[src/rtl/ind_addr_gen.sv]
module ind_addr_gen #(
  parameter int WW      = 36,
  parameter int XW      = 4,
  parameter int REG_WIN = 128,
  parameter int MAX_IND = 8
) (
  input  logic          clk,
  input  logic          rst_n,
  input  logic          start,
  input  logic [WW-1:0] instr,
  output logic          busy,
  output logic [XW-1:0] idx_sel,
  input  logic [WW-1:0] idx_data,
  output logic          xwb_en,
  output logic [XW-1:0] xwb_sel,
  output logic [WW-1:0] xwb_data,
  output logic          mem_req,
  output logic [WW/2-1:0] mem_addr,
  input  logic          mem_ack,
  input  logic [WW-1:0] mem_data,
  output logic          done,
  output logic [WW-1:0] result,
  output logic          reg_win,
  output logic          imm,
  output logic          fault
);
  localparam int HW   = WW / 2;
  localparam int OFFW = 16;
  localparam int FLDW = OFFW + 2 + XW;
  localparam int CW   = $clog2(MAX_IND + 1);
  localparam int JLO  = FLDW + 4;

  typedef enum logic [1:0] {S_IDLE, S_CALC, S_FETCH} state_t;

  state_t          state;
  logic [FLDW-1:0] fld;
  logic [3:0]      jcode;
  logic [CW-1:0]   hops;
  logic [HW-1:0]   addr_q;
  logic            done_q, rw_q, imm_q, flt_q;
  logic [WW-1:0]   res_q;

  logic [XW-1:0]   fx;
  logic            fh, fi, use_x, over, is_imm, calc;
  logic [OFFW-1:0] fu;
  logic [HW-1:0]   xm, xi, sum, inc, imm_val;
  logic [HW:0]     inc_raw;
  logic [WW-1:0]   imm_ext;

  assign fx      = fld[FLDW-1 -: XW];
  assign fh      = fld[OFFW+1];
  assign fi      = fld[OFFW];
  assign fu      = fld[OFFW-1:0];
  assign use_x   = fx != '0;
  assign xm      = idx_data[HW-1:0];
  assign xi      = idx_data[WW-1:HW];
  assign sum     = {{(HW-OFFW){1'b0}}, fu} + (use_x ? xm : '0);
  assign inc_raw = {1'b0, xm} + {1'b0, xi};
  assign inc     = inc_raw[HW-1:0] + {{(HW-1){1'b0}}, inc_raw[HW]};
  assign is_imm  = jcode[3:1] == 3'b111;
  assign imm_val = use_x ? sum : fld[HW-1:0];
  assign imm_ext = jcode[0] ? {{HW{imm_val[HW-1]}}, imm_val} : {{HW{1'b0}}, imm_val};
  assign calc    = state == S_CALC;
  assign over    = fi && (hops == CW'(MAX_IND));

  assign busy     = state != S_IDLE;
  assign idx_sel  = fx;
  assign xwb_sel  = fx;
  assign xwb_en   = calc && fh && use_x && !over;
  assign xwb_data = {xi, inc};
  assign mem_req  = state == S_FETCH;
  assign mem_addr = addr_q;
  assign done     = done_q;
  assign result   = res_q;
  assign reg_win  = rw_q;
  assign imm      = imm_q;
  assign fault    = flt_q;

  always_ff @(posedge clk or negedge rst_n) begin
    if (!rst_n) begin
      state  <= S_IDLE;
      fld    <= '0;
      jcode  <= '0;
      hops   <= '0;
      addr_q <= '0;
      done_q <= 1'b0;
      rw_q   <= 1'b0;
      imm_q  <= 1'b0;
      flt_q  <= 1'b0;
      res_q  <= '0;
    end else begin
      done_q <= 1'b0;
      case (state)
        S_IDLE: if (start) begin
          fld   <= instr[FLDW-1:0];
          jcode <= instr[JLO +: 4];
          hops  <= '0;
          state <= S_CALC;
        end
        S_CALC: begin
          if (over) begin
            res_q  <= '0;
            rw_q   <= 1'b0;
            imm_q  <= 1'b0;
            flt_q  <= 1'b1;
            done_q <= 1'b1;
            state  <= S_IDLE;
          end else if (fi) begin
            addr_q <= sum;
            state  <= S_FETCH;
          end else begin
            res_q  <= is_imm ? imm_ext : {{(WW-HW){1'b0}}, sum};
            rw_q   <= !is_imm && (sum < HW'(REG_WIN));
            imm_q  <= is_imm;
            flt_q  <= 1'b0;
            done_q <= 1'b1;
            state  <= S_IDLE;
          end
        end
        S_FETCH: if (mem_ack) begin
          fld   <= mem_data[FLDW-1:0];
          hops  <= hops + 1'b1;
          state <= S_CALC;
        end
        default: state <= S_IDLE;
      endcase
    end
  end
endmodule

[config.mk]
export PLATFORM = sky130hd
export DESIGN_NAME = ind_addr_gen
export DESIGN_NICKNAME = d
export VERILOG_FILES = /design/src/rtl/ind_addr_gen.sv
export SDC_FILE = /design/constraint.sdc
export NUM_CORES = 1
export LEC_CHECK = 0
export BUFFER_PORTS_ARGS = -buffer_cell sky130_fd_sc_hd__buf_2
export CORE_MARGIN = 10
export CORE_UTILIZATION = 25
export CTS_BUF_LIST = sky130_fd_sc_hd__clkbuf_4
export DETAILED_ROUTE_END_ITERATION = 12
export SKIP_LAST_GASP = 1
export SLEW_MARGIN = 30
export SYNTH_ARGS = -nofsm -noshare
export SYNTH_HDL_FRONTEND = slang
export SYNTH_SLANG_ARGS = --single-unit
[constraint.sdc]
create_clock -name clk -period 5.1 [get_ports clk]
set_input_delay 0.255 -clock clk [delete_from_list [all_inputs] [get_ports clk]]
set_output_delay 0.255 -clock clk [all_outputs]
set_load 0.005 [all_outputs]
Yosys cells after proc, flatten, opt, wreduce, memory -nomap -nowiden. Index checks and enable logic that the tools add are counted.

Register bits after elaboration: 90. Input port bits: 112. Output and inout bits: 105. Word-level logic and storage cells: 65.

Add/sub/neg operators: 4. Magnitude comparators: 1. Eq/ne operators: 7. Multiplexer cells: 26. Bitwise logic cells: 1. Reductions and logical operators: 16.

Operators with widths (number): 36-bit two-way mux (4); 22-bit two-way mux (2); 22-bit one-hot mux with 2 select lines (1); 18-bit two-way mux (2); 18-bit by 18-bit adder with 19-bit output (1); 16-bit by 18-bit adder with 18-bit output (1); 18-bit by 1-bit adder with 18-bit output (1); 18-bit by 8-bit < comparator with 1-bit output (second input constant) (1); 1-bit two-way mux (9); 2-bit two-way mux (4); 4-bit two-way mux (2); 4-bit one-hot mux with 2 select lines (1); 2-bit one-hot mux with 3 select lines (1); 2-bit AND reduction (3); 3-bit AND reduction (2); 1-bit logical AND (5); 4-bit by 1-bit adder with 4-bit output (second input constant) (1); 4-bit == test (second input constant) (1); 2-bit by 1-bit inequality test with 1-bit output (second input constant) (2); 2-bit nonzero test (2); 4-bit nonzero test (1); 3-bit == test (second input constant) (1); 2-bit by 1-bit == test with 1-bit output (second input constant) (1); 2-bit == test (second input constant) (1); 4 further kinds (5).

Depth between registers and ports, before layout.
Depth in word-level cells: 8. Gate-level depth with buffers: 17. Gate-level depth less buffers: 17.

Worst setup path after synthesis. No wires, ideal clock.

Path type: input -> output. Start: input idx_data[0]. End: output xwb_data[16]. Arrival: 3.275 ns. Data required time: 4.845 ns. Setup slack: 1.570 ns. Stages: 17. Path buffers: 0. Cells stage by stage: ha_1 -> fa_1 -> a21o_1 -> a22o_1 -> o21ai_1 -> o31ai_1 -> a31oi_1 -> o21bai_1 -> a21o_1 -> ha_1 -> ha_1 -> nand2_1 -> nor2_1 -> nand2_1 -> nor2_1 -> and4bb_1 -> xor2_1.

Word-level cells in the longest chain between the ends: 2.

RTL lines: start, declared (line 13) `input logic [WW-1:0] idx_data,`; 18-bit by 18-bit adder with 19-bit output (line 58) `assign inc_raw = {1'b0, xm} + {1'b0, xi};`; 18-bit by 1-bit adder with 18-bit output (line 59) `assign inc = inc_raw[HW-1:0] + {{(HW-1){1'b0}}, inc_raw[HW]};`; end, declared (line 16) `output logic [WW-1:0] xwb_data,`.

No other way between the ends.

Worst setup path after layout. Same ends and word-level chain as after synthesis.

==> metrics.md <==
| Metric | Value |
|---|---|
| WHS | ~0.062 ns |
| Crit path time final | between 4 and 5 ns |
| Vias in the first global route | between 5k and 6k |
| Clock skew | approximately 0.025 ns |
| H-tree levels | 3 |
| Required time worst endpoint | 4.85 ns |
| Final GP Congestion | between 0.8 and 0.9 |
| R2R depth | 11 |
| Worst path cell trace | buf_2 > ha_1 > fa_1 > a21o_1 > a22o_1 > o21ai_1 > o31ai_1 > a31oi_1 > o21bai_1 > a21o_1 > ha_1 > ha_1 > nand2_1 > nor2_1 > nand2_1 > nor2_1 > and4bb_1 > xor2_1 > buf_2 |
| Port Buf Inserts | about 190 |
| Syn nets | around 830 |
| Top FF cell, synth | dfrtp_1 |
| Finished Cell Area | ~7200 um2 |
| Post-DR vias/cell | roughly 4.7 |
| Setup TNS | 0 ns |
| Post-synthesis sequential area ratio | ~30% |
| Post-CTS Setup Inserts | 0 |
| Max-cap violations | 0 |
| DP Area | 7014 um2 |
| Vias | between 5k and 6k |
| Row cnt | 56 |
| Routed Antenna Nets | 0 |
| TritonCTS sink count | 73 |
| Share of cells above drive strength 1 | 31.47% |
| Reg2Reg Setup Slack | ~0.9 ns |
| RR Endpoint | result[34]$_DFFE_PN0P_ |
| First-pass GRT wire length | about 29000 um |
| Initial Utilization | between 20% and 30% |
| CTS Buffer Depth | 2 |
| RSZ-0062 raised after global routing | no |
| CTS tree | built |
| Final Cycle Share | 83.99% |
| Hold_buf cts | 1 |
| Met2 WL | 9382 um |
| Post-cts resize count | 0 |
| Area Overhead vs Synth | 19.43% |
| Clock latency on the worst-skew pair | ~0.43 ns |
| Die Y | 175.6 um |
| Syn Inst Count | a little under 700 |
| Most used cell, CP | ha_1 |
| Largest stage delay on the critical path | 0.42 ns |
| Initial antenna violation count | 6 |
| Num CTS Buffers | 9 |
| DRT met1 WL | between 8000 and 9000 um |
| Routed wl met3 | around 1000 um |
| Power per Cell Area | 531.9 nW/um2 |
| Final setup fails | 0 |
| Clock slew at reported path FFs | about 0.12 ns |
| Fill count | about 2.6k |
| Seq cells post-synth | 73 |
| Commonest non-fill, non-tap cell in the layout | buf_2 |
| Max-slew violations | 0 |
| Root Driver | clkbuf_4 |
| CP max stage cell | fa_1 |
| WS Path Type | input port to output port |
| Worst slew pin tran | approximately 0.84 ns |
| DRT Pass-1 Iters | 4 |
| Setup crit end | xwb_data[16] |
| CP Capture Type | output port |
| WL final | between 15000 and 20000 um |
| Critical Path Start Type | input port |
| Layout Nets | 970 |
| Core ar. | 23680 um2 |
| Post-synth EDFFs | 0 |
| Final HPWL DP | 15730 um |
| Yosys cell types | just over 80 |
| Routed length per instance | around 17 um |
| GRT Total Usage | a little under an eighth |
| DRC | 0 |
| First element of the critical path | idx_data[0] |
| Hold Vio Cnt, Final | 0 |
| Status | complete, no violations |
| Top Metal Used | met5 |
| Gr ovfl total | 0 |
| Leak pwr | between 3 and 4 nW |
| CP Max Fanout | 6 |
| Hold WC Path Type | input port to flip-flop |
| Die Span X | 175.6 um |
| I/O pins | between 200 and 250 |
| Most frequent cells in the layout | buf_2, nand2_1, dfrtp_1, o21ai_0, nor2_1 |
| Ys async rst share | 100.0% |
| Synth Cell Area | slightly above 6000 um2 |
| Syn Area/Cell | between 8 and 9 um2 |
| Largest net degree at the start of global routing | 74 |
| Yosys warns | 0 |
| Worst vdd ir | ~0.20 mV |
| FMAX | ~230 MHz |
| Die outline area | 30840 um2 |
| WP data arrival | between 4 and 5 ns |
| Reg-to-Reg Start | fld[19]$_DFFE_PN0P_ |
| Initial DRC Count | between 200 and 300 |
| Worst slew margin | a little over two fifths |
-- per-stage QoR --
stage / cells / power, W / worst slack (ns) / util, %
floorplan: 681 / 0.002740 / 1.570 / -
global placement: 1123 / 0.003440 / 0.9140 / 29.62
detailed placement: 1123 / 0.003487 / 0.8576 / 29.62
CTS: 1140 / 0.003866 / 0.8295 / 30.24
global route: 1145 / 0.004239 / 0.4655 / 30.52
finish: 1146 / 0.003845 / 0.8164 / 30.53
-- cell usage after synthesis, drive strengths merged, types with 4 or more instances --
master	n	area [um2]
nand2	83	314.1
dfrtp	73	1827
o21ai	64	324.1
buf	50	361.6
nor2	43	161.4
ha	38	475.5
mux2i	34	340.3
a21oi	29	152.7
xnor2	28	252.8
clkbuf	22	83.83
inv	22	82.58
nand3	18	107.6
and2	17	106.4
mux2	16	180.2
a21o	13	97.59
xor2	10	87.58
nor3	8	51.30
nor2b	7	43.79
o211ai	7	57.55
o21a	7	52.55
nor4	6	65.06
o31ai	6	45.04
a211oi	5	50.05
nand2b	5	31.28
nand4	5	31.28
a2111o	4	45.04
a31oi	4	25.02
or3	4	25.02
or4	4	33.78
-- worst max-delay path: cells and delay by family --
family	cells	cell delay [ns]
AO/OA/AOI/OAI	7	1.64
XOR/XNOR	1	0.13
adder cells (fa/ha/maj)	4	1.09
buffers and inverters	2	0.25
AND/OR/NAND/NOR	5	0.67
-- layer usage --
layer	vias up	GRT usage [%]
li1	2685	-
met1	2506	14.34
met2	134	20.37
met3	19	3.474
met4	4	3.179
met5	-	0
-- cell type report --
cell class                 instances  area (um2)  share of cell area, %
antenna                            4       10.01                 0.1385
clock buffer                       9       67.56                 0.9346
clock inverter                     7       68.82                 0.9519
inverter                          22       82.58                  1.142
multi-input combinational        514        3720                  51.45
sequential                        73        1827                  25.27
tap                              319       399.1                  5.521
timing repair buffer             198        1055                  14.59
-- kinds of logic (layout without fill, tap and decap cells) --
family | Yosys count | after routing | synth area share, %
buf+inv | 94 | 236 | 8.723
fa+ha+maj | 40 | 40 | 8.516
mux | 50 | 50 | 8.599
simple gates | 216 | 216 | 18.25
other cells | 0 | 4 | 0
flops | 73 | 73 | 30.18
compound gates | 170 | 170 | 20.11
xor+xnor | 38 | 38 | 5.622
-- flip-flops by register name, summed over array words and instances (netlist names) --
name      flops
fld          22
result       19
mem_addr     18
hops          4
jcode         4
state         2
done          1
fault         1
imm           1
reg_win       1
-- power by group --
part	internal (W)	switching, W
combinational	0.00105	0.00138
sequential	0.000852	0.000198
clock	0.000148	0.000217
-- how the worst min path moves through the flow --
| stage | from | depth (start not counted) | slack [ns] | end |
|---|---|---|---|---|
| finish | instr[29] | 2 | 0.06 | jcode[3]$_DFFE_PN0P_ |
| detailed placement | reg_win$_DFFE_PN0P_ | 2 | 0.46 | reg_win$_DFFE_PN0P_ |
| global placement | rst_n | 1 | 0.46 | fld[11]$_DFFE_PN0P_ |
| CTS | instr[29] | 2 | 0.02 | jcode[3]$_DFFE_PN0P_ |
| global route | instr[28] | 2 | 0.01 | jcode[2]$_DFFE_PN0P_ |
| floorplan | rst_n | 0 | -0.04 | done$_DFF_PN0_ |
No activity file was read; power rests on OpenSTA's default activity.
